`config.mk`:
```
export PLATFORM = sky130hd
export DESIGN_NAME = pic_core
export DESIGN_NICKNAME = d
export VERILOG_FILES = /design/src/rtl/pic_pkg.sv /design/src/rtl/pic_setup_seq.sv /design/src/rtl/pic_pick.sv /design/src/rtl/pic_req_bank.sv /design/src/rtl/pic_core.sv
export SDC_FILE = /design/constraint.sdc
export NUM_CORES = 1
export LEC_CHECK = 0
export BUFFER_PORTS_ARGS = -buffer_cell sky130_fd_sc_hd__buf_2
export CAP_MARGIN = 40
export CORE_MARGIN = 1.5
export CORE_UTILIZATION = 30
export DETAILED_ROUTE_END_ITERATION = 16
export HOLD_SLACK_MARGIN = 0.12
export PLACE_DENSITY = 0.57
export SLEW_MARGIN = 0
export SYNTH_ARGS = -nofsm -noshare
export SYNTH_HDL_FRONTEND = slang
export SYNTH_SLANG_ARGS = --single-unit
```
`constraint.sdc`:
```
create_clock -name clk -period 6.6 [get_ports clk]
set_clock_uncertainty 0.2 [all_clocks]
set_input_delay 0.33 -clock clk [delete_from_list [all_inputs] [get_ports clk]]
set_output_delay 0.33 -clock clk [all_outputs]
set_load 0.02 [all_outputs]
```
`src/rtl/pic_pkg.sv`:
```
package pic_pkg;
  typedef enum logic [2:0] {
    SQ_WAIT_SETUP = 3'd0,
    SQ_WAIT_BASE  = 3'd1,
    SQ_WAIT_CASC  = 3'd2,
    SQ_WAIT_MODE  = 3'd3,
    SQ_READY      = 3'd4
  } seq_e;

  localparam int SETUP_FLAG_BIT = 4;
  localparam int SU_MODE_BIT    = 0;
  localparam int SU_SOLO_BIT    = 1;
  localparam int CMD_EOI_BIT    = 5;
  localparam int CMD_LVL_BIT    = 6;
  localparam int CMD_ROT_BIT    = 7;
  localparam logic [1:0] RSEL_REQ  = 2'b10;
  localparam logic [1:0] RSEL_SERV = 2'b11;
endpackage

```
`src/rtl/pic_setup_seq.sv`:
```
module pic_setup_seq
  import pic_pkg::*;
#(
  parameter int W = 8
) (
  input  logic         clk,
  input  logic         rst_n,
  input  logic         cmd_wr,
  input  logic         dat_wr,
  input  logic [W-1:0] wdata,
  output seq_e         state,
  output logic         setup_hit,
  output logic [W-1:0] vec_base
);
  seq_e         state_n;
  logic         solo_q, solo_n;
  logic         mode_q, mode_n;
  logic [W-1:0] base_n;
  logic         upd_en;

  assign setup_hit = cmd_wr & wdata[SETUP_FLAG_BIT];

  always_comb begin
    state_n = state;
    solo_n  = solo_q;
    mode_n  = mode_q;
    base_n  = vec_base;
    if (setup_hit) begin
      solo_n  = wdata[SU_SOLO_BIT];
      mode_n  = wdata[SU_MODE_BIT];
      state_n = SQ_WAIT_BASE;
    end else if (dat_wr) begin
      case (state)
        SQ_WAIT_BASE: begin
          base_n = wdata;
          if (!solo_q)     state_n = SQ_WAIT_CASC;
          else if (mode_q) state_n = SQ_WAIT_MODE;
          else             state_n = SQ_READY;
        end
        SQ_WAIT_CASC: state_n = mode_q ? SQ_WAIT_MODE : SQ_READY;
        SQ_WAIT_MODE: state_n = SQ_READY;
        default:      state_n = state;
      endcase
    end
  end

  assign upd_en = setup_hit | dat_wr;

  always_ff @(posedge clk or negedge rst_n) begin
    if (!rst_n) begin
      state    <= SQ_WAIT_SETUP;
      solo_q   <= 1'b0;
      mode_q   <= 1'b0;
      vec_base <= '0;
    end else if (upd_en) begin
      state    <= state_n;
      solo_q   <= solo_n;
      mode_q   <= mode_n;
      vec_base <= base_n;
    end
  end

  p_setup_restart_r2: assert property (@(posedge clk) disable iff (!rst_n)
    setup_hit |=> (state == SQ_WAIT_BASE));

  p_ready_sticky_r4: assert property (@(posedge clk) disable iff (!rst_n)
    (state == SQ_READY && !setup_hit) |=> (state == SQ_READY));

  p_base_only_in_wait_r3: assert property (@(posedge clk) disable iff (!rst_n)
    (vec_base != $past(vec_base)) |-> ($past(state) == SQ_WAIT_BASE));
endmodule

```
`src/rtl/pic_pick.sv`:
```
module pic_pick #(
  parameter int W  = 8,
  parameter int IW = $clog2(W)
) (
  input  logic [W-1:0]  vec,
  output logic [W-1:0]  grant,
  output logic [IW-1:0] idx,
  output logic          any
);
  logic [W:0] seen;

  assign seen[0] = 1'b0;

  for (genvar gi = 0; gi < W; gi++) begin : g_rank
    assign grant[gi]  = vec[gi] & ~seen[gi];
    assign seen[gi+1] = seen[gi] | vec[gi];
  end

  always_comb begin
    idx = '0;
    for (int i = 0; i < W; i++) begin
      if (grant[i]) idx = idx | IW'(i);
    end
  end

  assign any = seen[W];
endmodule

```
`src/rtl/pic_req_bank.sv`:
```
module pic_req_bank #(
  parameter int W = 8
) (
  input  logic         clk,
  input  logic         rst_n,
  input  logic [W-1:0] irq_in,
  input  logic [W-1:0] ack_set,
  input  logic [W-1:0] eoi_clr,
  output logic [W-1:0] irr,
  output logic [W-1:0] isr
);
  logic [W-1:0] line_q;
  logic [W-1:0] rise;
  logic [W-1:0] irr_n, isr_n;

  assign rise = irq_in & ~line_q;

  always_comb begin
    irr_n = (irr & ~ack_set) | rise;
    isr_n = (isr & ~eoi_clr) | ack_set;
  end

  always_ff @(posedge clk or negedge rst_n) begin
    if (!rst_n) begin
      line_q <= '0;
      irr    <= '0;
      isr    <= '0;
    end else begin
      line_q <= irq_in;
      irr    <= irr_n;
      isr    <= isr_n;
    end
  end

  p_req_hold_r7: assert property (@(posedge clk) disable iff (!rst_n)
    (($past(irr) & ~$past(ack_set) & ~irr) == '0));

  p_ack_sets_serv_r9: assert property (@(posedge clk) disable iff (!rst_n)
    (|ack_set) |=> ((isr & $past(ack_set)) == $past(ack_set)));
endmodule

```
`src/rtl/pic_core.sv`:
```
module pic_core
  import pic_pkg::*;
#(
  parameter int W = 8
) (
  input  logic         clk,
  input  logic         rst_n,
  input  logic         bus_wr,
  input  logic         bus_sel,
  input  logic [W-1:0] bus_wdata,
  output logic [W-1:0] bus_rdata,
  input  logic [W-1:0] irq_in,
  output logic         irq_pending,
  input  logic         ack_strobe,
  output logic         ack_valid,
  output logic [W-1:0] ack_vector
);
  localparam int IW = $clog2(W);

  seq_e          seq_state;
  logic          setup_hit;
  logic [W-1:0]  vec_base;
  logic          cmd_wr, dat_wr, ready;
  logic          op_cmd_wr, sel_cmd_wr;
  logic          eoi_spec, eoi_low;
  logic [W-1:0]  irr, isr, imr, imr_n;
  logic [1:0]    rsel, rsel_n;
  logic [W-1:0]  req_grant, serv_grant;
  logic [IW-1:0] req_idx, serv_idx;
  logic          req_any, serv_any;
  logic          ack_fire;
  logic [W-1:0]  ack_set, eoi_clr;
  logic [W-1:0]  vec_n;
  logic          imr_en, rsel_en;

  assign cmd_wr = bus_wr & ~bus_sel;
  assign dat_wr = bus_wr &  bus_sel;
  assign ready  = (seq_state == SQ_READY);

  pic_setup_seq #(.W(W)) u_seq (
    .clk      (clk),
    .rst_n    (rst_n),
    .cmd_wr   (cmd_wr),
    .dat_wr   (dat_wr),
    .wdata    (bus_wdata),
    .state    (seq_state),
    .setup_hit(setup_hit),
    .vec_base (vec_base)
  );

  assign op_cmd_wr  = cmd_wr & ready & (bus_wdata[4:3] == 2'b00);
  assign sel_cmd_wr = cmd_wr & ready & (bus_wdata[4:3] == 2'b01);
  assign eoi_spec   = op_cmd_wr & bus_wdata[CMD_EOI_BIT] & ~bus_wdata[CMD_ROT_BIT] &  bus_wdata[CMD_LVL_BIT];
  assign eoi_low    = op_cmd_wr & bus_wdata[CMD_EOI_BIT] & ~bus_wdata[CMD_ROT_BIT] & ~bus_wdata[CMD_LVL_BIT];

  pic_pick #(.W(W), .IW(IW)) u_req_pick (
    .vec  (irr & ~imr),
    .grant(req_grant),
    .idx  (req_idx),
    .any  (req_any)
  );

  pic_pick #(.W(W), .IW(IW)) u_serv_pick (
    .vec  (isr),
    .grant(serv_grant),
    .idx  (serv_idx),
    .any  (serv_any)
  );

  always_comb begin
    eoi_clr = '0;
    if (eoi_spec)                 eoi_clr[bus_wdata[IW-1:0]] = 1'b1;
    else if (eoi_low && serv_any) eoi_clr = serv_grant;
  end

  assign ack_fire = ack_strobe & req_any;
  assign ack_set  = ack_fire ? req_grant : '0;

  pic_req_bank #(.W(W)) u_bank (
    .clk    (clk),
    .rst_n  (rst_n),
    .irq_in (irq_in),
    .ack_set(ack_set),
    .eoi_clr(eoi_clr),
    .irr    (irr),
    .isr    (isr)
  );

  assign imr_en  = dat_wr & ready;
  assign rsel_en = sel_cmd_wr;

  always_comb begin
    imr_n  = imr_en  ? bus_wdata      : imr;
    rsel_n = rsel_en ? bus_wdata[1:0] : rsel;
    vec_n  = vec_base + W'(req_idx);
  end

  always_ff @(posedge clk or negedge rst_n) begin
    if (!rst_n) begin
      imr  <= '0;
      rsel <= RSEL_REQ;
    end else begin
      imr  <= imr_n;
      rsel <= rsel_n;
    end
  end

  always_ff @(posedge clk or negedge rst_n) begin
    if (!rst_n) begin
      ack_valid  <= 1'b0;
      ack_vector <= '0;
    end else begin
      ack_valid <= ack_fire;
      if (ack_fire) ack_vector <= vec_n;
    end
  end

  always_comb begin
    if (bus_sel)                 bus_rdata = imr;
    else if (rsel == RSEL_REQ)   bus_rdata = irr;
    else if (rsel == RSEL_SERV)  bus_rdata = isr;
    else                         bus_rdata = '0;
  end

  assign irq_pending = req_any;

  p_mask_ready_only_r5: assert property (@(posedge clk) disable iff (!rst_n)
    (imr != $past(imr)) |-> ($past(seq_state) == SQ_READY));

  p_ack_needs_strobe_r9: assert property (@(posedge clk) disable iff (!rst_n)
    ack_valid |-> ($past(ack_strobe) && $past(irq_pending)));

  p_grant_onehot_r8: assert property (@(posedge clk) disable iff (!rst_n)
    $onehot0(req_grant) && ((|req_grant) == irq_pending));

  p_low_eoi_one_r11: assert property (@(posedge clk) disable iff (!rst_n)
    (eoi_low && serv_any && !ack_fire) |=> ($countones(isr) == $countones($past(isr)) - 1));

  p_spec_eoi_r10: assert property (@(posedge clk) disable iff (!rst_n)
    (eoi_spec && !ack_fire) |=> (isr[$past(bus_wdata[IW-1:0])] == 1'b0));
endmodule

```
== Yosys cells after proc, flatten, opt, wreduce, memory -nomap -nowiden ==
Index checks and enable logic that the tools add are counted.
Storage, ports and cells
  flip-flop bits (word level): 56
  input bits: 21
  word-level logic and storage cells: 118
Cells by class
  add/subtract/negate cells: 1
  $lt $le $gt $ge: 2
  equal/unequal tests: 7
  mux-type cells: 20
  bitwise operators: 69
  reduce and logical (&&, ||, !) cells: 8
Operators with widths (count)
  8-bit 2-to-1 mux: 6
  8-bit AND: 4
  8-bit inverter: 4
  1-bit AND: 26
  3-bit 2-to-1 mux: 8
  1-bit inverter: 18
  8-bit OR: 2
  1-bit OR: 15
  3-bit one-hot mux with 3 select lines: 1
  8-bit by 3-bit adder with 8-bit output: 1
  3-bit by 2-bit equality test with 1-bit output (second input constant): 2
  2-bit equality test (second input constant): 2
  3-bit by 4-bit less-than comparator with 1-bit output (second input constant): 1
  2-bit 2-to-1 mux: 2
  4-bit AND reduction: 1
  4-bit nonzero test: 1
  1-bit demux with 3-bit select: 1
  3-bit by 1-bit equality test with 1-bit output (second input constant): 1
  3-bit equality test (second input constant): 1
  3-bit by 1-bit >= comparator with 1-bit output (second input constant): 1
  3-bit AND reduction: 1
  2-bit by 1-bit equality test with 1-bit output (second input constant): 1
  1-bit logical AND: 2
  2-bit zero test: 1
  other kinds (3): 4

== Depth between registers and ports, before layout ==
Gate-level depths: netlist (run 1).
  depth after elaboration: 14
  mapped depth: 12

== Modules after synthesis ==
A second synthesis (run 1) with hierarchy kept.
Second synthesis, totals
  cells, all modules: 305
  area total of the unflattened synthesis: 3076.7 um2
Modules (own cells, without submodules)
  pic_core: instances 1, cells each 152, area each 1346.3 um2, sequential area each 476.7 um2
  pic_req_bank: instances 1, cells each 64, area each 813.3 um2, sequential area each 600.6 um2
  pic_setup_seq: instances 1, cells each 41, area each 624.3 um2, sequential area each 325.3 um2
  pic_pick: instances 2, cells each 24, area each 146.4 um2, sequential area each 0.0 um2

== Least setup slack after synthesis (run 1) ==
No wires, ideal clock.
  path type: flip-flop to flip-flop
  start: register imr[0]
  end: register ack_vector[6]
  setup time: 0.124 ns
  arrival: 2.280 ns
  setup slack: 3.996 ns
  cell stages (with the launch flop): 12
  buffers on the path: 0
  clock period less this slack: 2.604 ns
  path through: dfrtp_1 nor2b_1 or3_1 a21oi_1 or2_2 ha_1 fa_1 a21oi_1 nor2b_1 nand3_1 xor2_1 o21ai_1
Between the ends
  longest elaborated chain between the ends: 12
RTL lines
  start, declared: RTL line pic_core.sv:26  | logic [W-1:0] irr, isr, imr, imr_n;
  start signal, assigned: RTL line pic_core.sv:103  | imr <= imr_n;
  8-bit inverter *: RTL line pic_core.sv:57  | .vec (irr & ~imr),
  8-bit AND *: RTL line pic_core.sv:57
  1-bit inverter or 1-bit OR (tied branches): RTL line pic_pick.sv:15, pic_pick.sv:16
  1-bit AND (tied with other cells): RTL line pic_pick.sv:15  | assign grant[gi] = vec[gi] & ~seen[gi];
  1-bit 2-to-1 mux (tied with other cells): RTL line pic_pick.sv:22  | if (grant[i]) idx = idx | IW'(i);
  2-bit 2-to-1 mux (tied with other cells) (2 in a row): RTL line pic_pick.sv:22
  3-bit 2-to-1 mux (tied with other cells) (2 in a row): RTL line pic_pick.sv:22
  3-bit 2-to-1 mux or 1-bit AND (tied branches): RTL line pic_pick.sv:22, pic_pick.sv:15
  3-bit 2-to-1 mux: RTL line pic_pick.sv:22
  8-bit by 3-bit adder with 8-bit output: RTL line pic_core.sv:95  | vec_n = vec_base + W'(req_idx);
  end signal, assigned: RTL line pic_core.sv:114  | if (ack_fire) ack_vector <= vec_n;
  end, declared: RTL line pic_core.sv:16  | output logic [W-1:0] ack_vector
Mark *: on every way between the ends. The rest lies on a longest branch, timed or not.
A chain may end at the register's enable or synchronous reset.

== Final worst setup path (run 1) ==
Same ends and word-level chain as after synthesis.

==> results of run 1 <==
cell type report:
| type | instances | area, µm² |
|---|---|---|
| Inverter | 14 | 52.6 |
| Fill cell | 909 | 5560 |
| Timing Repair Buffer | 51 | 318 |
| Clock inverter | 2 | 10.0 |
| Multi-Input combinational cell | 186 | 1250 |
| Sequential cell | 56 | 1400 |
| Tap cell | 108 | 135 |
| Clock buffer | 6 | 82.6 |
cell usage after synthesis, types with 2 or more instances:
library cell	number	share of area, %
a21oi_1	4	0.73
and3_1	2	0.46
o41ai_1	2	0.64
xor2_1	3	0.96
o21ai_0	23	4.2
xnor2_1	2	0.64
nand4_1	4	0.91
inv_1	14	1.9
nand3_1	9	1.6
a31o_1	2	0.64
o31ai_1	2	0.55
dfrtp_1	55	50
nor2b_1	10	2.3
nor2_1	11	1.5
or3_1	3	0.69
nor3_1	8	1.5
mux2_1	2	0.82
a211oi_1	3	0.82
ha_1	3	1.4
clkbuf_1	5	0.69
nor4_1	2	0.46
o21ai_1	6	1.1
mux2_2	18	7.4
nand2b_1	5	1.1
o22ai_1	3	0.69
nand2_1	31	4.2
a22o_1	3	0.96
mux2i_1	8	2.9
logic make-up (layout without fill, tap and decap cells):
logic type | after synthesis | count (layout)
xor+xnor | 5 | 5
mux | 28 | 28
simple gates | 94 | 94
buf+inv | 21 | 73
flops | 56 | 56
fa+ha+maj | 4 | 4
compound gates | 55 | 55
metrics by stage:
step | total power [mW] | hold WS [ns]
after floorplan | 0.950 | -0.166
after global placement | 1.10 | 0.204
after detailed placement | 1.12 | 0.211
after CTS | 1.32 | 0.121
after global routing | 1.41 | 0.127
final | 1.30 | 0.134
power breakdown:
group	leakage [nW]	switching [mW]	internal [mW]
logic	0.731	0.295	0.239
registers	0.647	0.108	0.466
clock network	0.0510	0.107	0.0840
total	1.43	0.510	0.789
placed cells by master (no fill, tap or decap), types with 4 or more instances in the layout:
cell,instances
dfrtp_1,55
buf_2,38
nand2_1,31
o21ai_0,23
mux2_2,18
inv_1,14
dlygate4sd3_1,12
nor2_1,11
nor2b_1,10
nand3_1,9
nor3_1,8
mux2i_1,8
o21ai_1,6
clkbuf_8,6
nand2b_1,5
nand4_1,4
a21oi_1,4
timing repair:
action                    in CTS  in global routing
hold buffers                  12                  0
resized for setup              0                  0
hold endpoints to repair      77                  0
buffers inserted               0                  0
final timing paths:
check,from,endpoint,cells after the start
worst max-delay path,imr[0]$_DFFE_PN0P_,ack_vector[6]$_DFFE_PN0P_,11
worst min-delay path,bus_wdata[3],u_seq.vec_base[3]$_DFFE_PN0P_,2
worst max register to register,imr[0]$_DFFE_PN0P_,ack_vector[6]$_DFFE_PN0P_,11
worst min register to register,u_bank.line_q[6]$_DFF_PN0_,u_bank.irr[6]$_DFF_PN0_,1
max in group asynchronous,rst_n,ack_vector[1]$_DFFE_PN0P_,3
min in group asynchronous,rst_n,ack_vector[0]$_DFFE_PN0P_,3
per-layer routing:
layer / vias up / share of wire, % / global-route usage, %
met1: 1024 / 49 / 20.0
met4: 0 / 0.60 / 2.97
met5: - / 0 / 0
met3: 4 / 5.5 / 2.98
li1: 1033 / - / -
met2: 51 / 45 / 22.2
state kept, by name, indices dropped and copies added (netlist names):
name / flops
ack_vector: 8
u_bank.isr: 8
u_seq.state: 3
u_seq.vec_base: 8
u_bank.irr: 8
ack_valid: 1
u_seq.solo_q: 1
u_bank.line_q: 8
u_seq.mode_q: 1
imr: 8
rsel: 2
worst max-delay path, delay by kind of cell (launching register included):
family | cells | cell delay [ns]
compound gates | 3 | 0.30
simple gates | 5 | 1.04
flops | 1 | 0.41
fa+ha+maj | 2 | 0.63
xor+xnor | 1 | 0.15
==> qor.yml, run 1 <==
global_routing:
  antenna_found_initial: 0
  grt_overflow: 0
  grt_start_max_net_pins: 57
  grt_first_pass_wirelength_um: 10900
  grt_pass1_vias: 2181
  grt_use_total_pct: 14.1
critical_path:
  crit_fanout: 6
  arrival_ns: 2.82
  crit_required_ns: 6.57
  cp_cell_sequence: "nor2b_1 -> or3_1 -> a21oi_1 -> or2_2 -> ha_1 -> fa_1 -> a21oi_1 -> nor2b_1 -> nand3_1 -> xor2_1 -> o21ai_1"
  startpoint_type: "flop"
  cp_slowest_cell: "dfrtp_1"
  max_stage_delay_ns: 0.41
  crit_type: "flop to flop"
  worstSetupEndpointType: "flop"
  worst-r2r-setup-slack_ns: 3.75
logic_synthesis:
  synth_edf_count: 0
  synthArstFlopShare_pct: 100
  synth_area_per_cell_um2: 10.4
  synth_cells: 263
  synth_mux_area_share_pct: 11.1
  synth_nets: 288
  synth_top_family_by_area: "simple AND/OR/NAND/NOR gates"
  ys_seq_elements: 56
  syn_area_mm2: 0.00274
  ys_warn_count: 0
  synth_ff_type: "dfrtp_1"
  synthSimpleGateAreaFrac_pct: 17.5
  seq_area_frac_synth_pct: 51.2
  synth-xor-area-share_pct: 1.60
  synth_compound_area_share_pct: 13.2
  ys_types: 48
  synthAdderAreaFrac_pct: 2.10
floorplanning:
  die_w_um: 98.6
  die-area_mm2: 0.00972
  rows: 34
  die_h_um: 98.6
  start_util_pct: 31.1
  ios: 39
  coreArea_mm2: 0.00881
clocking:
  cts_max_level: 2
  cts.sinks: 56
  clkLatencyLatePin_ns: 0.30
  cts_made_buffers: 5
  clockBufferDepth: 2
  clkTransAtPathRegs_ns: 0.10
  cts_tree: "built"
  cts_root_buf: "clkbuf_8"
detailed_routing:
  vias_per_cell: 4.99
  vias: 2112
  drt-total-wl_um: 6310
  dr.pass1.iters: 6
  drc: 0
  wl_per_cell_um: 14.9
  postRouteAntennaNets: 0
  drt_iter0_drc: 137
power:
  p_leak_nw: 1.43
  peakVddDrop_uv: 125
  powerDensity_mw_per_mm2: 400
placement:
  placedCellCount: 403
  gp_congestion: 0.870
  detailed_place.area_mm2: 0.00304
  place_ws_ns: 3.74
  port_buffers: 38
  hpwlAfterDp_um: 4690
cells_and_area:
  final_cells: 423
  postLayoutCellArea_mm2: 0.00325
  fin_util_pct: 36.9
  drive_above_1_share_pct: 22.9
  areaGrowthSynthToFinish_pct: 18.6
  layout.nets: 339
  n_antenna_cell: 0
timing:
  relSlewSlack_pct: 43.0
  worstMarginPinSlew_ns: 0.852
  final.setup.worst_slack_ns: 3.75
  setup_violations: 0
  slew_violations: 0
  fmax_ghz: 0.351
  finalCritPeriodShare_pct: 43.1
  period_needed_ns: 2.85
  tns_ns: 0
  rsz0062_at_grt: "no"
  timing_hold_violations_final: 0
worst_hold_path:
  hp-class: "primary input to flop"
job:
  cap_violations: 0
run_status:
  status: "complete, no violations"
No activity file was read; power rests on OpenSTA's default activity.
==> inputs of run 2 (changes only) <==
--- a/config.mk
+++ b/config.mk
@@ -11,7 +11,7 @@
 export CORE_UTILIZATION = 30
 export DETAILED_ROUTE_END_ITERATION = 16
 export HOLD_SLACK_MARGIN = 0.12
-export PLACE_DENSITY = 0.57
+export PLACE_DENSITY = 0.59
 export SLEW_MARGIN = 0
 export SYNTH_ARGS = -nofsm -noshare
 export SYNTH_HDL_FRONTEND = slang
==> constraint.sdc (replaced) <==
create_clock -name clk -period 2.6 [get_ports clk]
set_clock_uncertainty 0.2 [all_clocks]
set_input_delay 0.13 -clock clk [delete_from_list [all_inputs] [get_ports clk]]
set_output_delay 0.13 -clock clk [all_outputs]
set_load 0.02 [all_outputs]
==> qor.yml, run 2 (synthesized netlist as in run 1, its figures left out) <==
run_status:
  status: "finished with violations"
  violations: "design-rule violations"
critical_path:
  critPathTopFamily: "simple AND/OR/NAND/NOR gates"
  r2r_start: "imr[6]$_DFFE_PN0P_"
  arrival_ns: 2.54
  crit_required_ns: 2.61
  max_stage_delay_ns: 0.39
  worst-r2r-setup-slack_ns: 0.07
  reg2reg_to: "ack_vector[6]$_DFFE_PN0P_"
  crit_fanout: 2
  cp_slowest_cell: "dfrtp_1"
  timing.critical_path.buf_inv: 0
  ff2ff_path_depth: 12
  startpoint_type: "flop"
  crit_type: "flop to flop"
  cp_cell_sequence: "nand2b_4 -> nor2b_4 -> o21ai_2 -> a21oi_1 -> or2_4 -> ha_4 -> fa_2 -> a21oi_2 -> nor2b_2 -> nand3_1 -> xor2_1 -> o21ai_1"
  worstSetupEndpointType: "flop"
timing:
  setup_violations: 0
  relSlewSlack_pct: 49.8
  timing_hold_violations_final: 0
  tns_ns: 0
  slew_violations: 0
  rsz0062_at_grt: "yes"
  worstMarginPinSlew_ns: 0.750
  period_needed_ns: 2.53
  fmax_ghz: 0.396
  finalCritPeriodShare_pct: 97.1
cells_and_area:
  areaGrowthSynthToFinish_pct: 28.6
  multi_input_area_mm2: 0.00131
  layout.nets: 364
  seq_area_mm2: 0.00140
  drive_above_1_share_pct: 29.7
  final_cell_mix: "dfrtp_1 (55), buf_2 (38), nand2_1 (31)"
  final_common_cell: "dfrtp_1"
  fill_cells: 861
  n_antenna_cell: 0
  final_cells: 448
floorplanning:
  rows: 34
  die_w_um: 98.6
  die_h_um: 98.6
  die-area_mm2: 0.00972
  ios: 39
  coreArea_mm2: 0.00881
  start_util_pct: 31.1
detailed_routing:
  vias: 2215
  wl_met3_um: 298
  wl_per_cell_um: 14.9
  vias_per_cell: 4.94
  dr.pass1.iters: 10
  drt-total-wl_um: 6680
  drc: 2
  top_layer: "met4"
  postRouteAntennaNets: 0
  drt_iter0_drc: 153
  wl_met2_um: 2930
  met1_length_um: 3360
placement:
  placedCellCount: 419
  hpwlAfterDp_um: 4950
  port_buffers: 38
  gp_congestion: 0.878
clocking:
  cts_tree: "built"
  cts_max_level: 2
  cts_made_buffers: 5
  cts.sinks: 56
  cts_root_buf: "clkbuf_8"
  clkLatencyLatePin_ns: 0.31
  postCtsSetupRepairBufs: 0
  clkTransAtPathRegs_ns: 0.11
  clockBufferDepth: 2
power:
  p_leak_nw: 1.55
  total_power_mw: 3.60
  peakVddDrop_uv: 384
  powerDensity_mw_per_mm2: 1020
global_routing:
  grt_pass1_vias: 2183
  grt_first_pass_wirelength_um: 10900
  grt_start_max_net_pins: 22
  grt_use_total_pct: 14.2
  antenna_found_initial: 0
  grt_overflow: 0
job:
  cap_violations: 0
worst_hold_path:
  hp-class: "primary input to async pin"
run 2: cell count changes in the layout (fill, tap and decap cells not counted), moves of 2 or more:
cell / change
nor2b_2: +4
nor2b_1: -5
nor3_1: -2
ha_1: -2
clkinv_2: -2
clkinvlp_4: +2
dlygate4sd3_1: +9
buf_4: +16
nor3_2: +2
run 2: where the power goes:
part	leakage, nW	switching [mW]	internal (mW)
logic	0.864	0.828	0.817
clock network	0.0404	0.301	0.192
registers	0.647	0.281	1.18
run 2: worst max path at each step:
| stage | start | to | slack (ns) | cells after the start |
|---|---|---|---|---|
| 3_5_place_dp | imr[6]$_DFFE_PN0P_ | ack_vector[6]$_DFFE_PN0P_ | -0.09 | 12 |
| 6_report | imr[6]$_DFFE_PN0P_ | ack_vector[6]$_DFFE_PN0P_ | 0.07 | 12 |
| 3_3_place_gp | imr[6]$_DFFE_PN0P_ | ack_vector[6]$_DFFE_PN0P_ | -0.05 | 12 |
| 4_1_cts | u_bank.irr[4]$_DFF_PN0_ | ack_vector[7]$_DFFE_PN0P_ | 0.01 | 10 |
| 2_1_floorplan | imr[6]$_DFFE_PN0P_ | ack_vector[6]$_DFFE_PN0P_ | 0.03 | 12 |
| 5_1_grt | imr[6]$_DFFE_PN0P_ | ack_vector[6]$_DFFE_PN0P_ | -0.09 | 12 |
run 2: through the flow:
| step | instance area (µm²) | hold WS (ns) | util (%) | worst slack [ns] |
|---|---|---|---|---|
| finish | 3520 | 0.136 | 40.0 | 0.0749 |
| global route | 3520 | 0.161 | 40.0 | -0.0881 |
| CTS | 3470 | 0.146 | 39.4 | 0.0101 |
| detailed placement | 3160 | -0.114 | 35.9 | -0.0871 |
| global placement | 3160 | -0.109 | 35.9 | -0.0510 |
| floorplan | 2740 | -0.366 | - | 0.0343 |
run 2: area by class of cell:
class / instances / area share (%)
clock buffer: 5 / 1.95
clock inverter: 3 / 0.675
inverter: 14 / 1.49
multi-input combinational: 186 / 37.3
sequential: 56 / 39.8
tap: 108 / 3.84
timing repair buffer: 76 / 15.0
run 2: per-layer routing:
| layer | up-vias | global-route usage (%) |
|---|---|---|
| li1 | 1083 | - |
| met1 | 1073 | 20.6 |
| met2 | 51 | 21.5 |
| met3 | 8 | 3.05 |
| met4 | 0 | 3.85 |
| met5 | - | 0 |
run 2: what timing repair did:
item,CTS,global route
gates resized for setup,3,14
hold endpoints to repair,104,0
pin swaps,1,7
hold buffers,21,0
endpoints found under the setup margin,2,5
run 2: worst register-to-register path, stage by stage, from the launching register on:
cell      delay [ns]
dfrtp_1         0.39
nand2b_4        0.15
nor2b_4         0.13
o21ai_2         0.13
a21oi_1         0.07
or2_4           0.26
ha_4            0.17
fa_2            0.39
a21oi_2         0.16
nor2b_2         0.06
nand3_1         0.09
xor2_1          0.15
o21ai_1         0.08
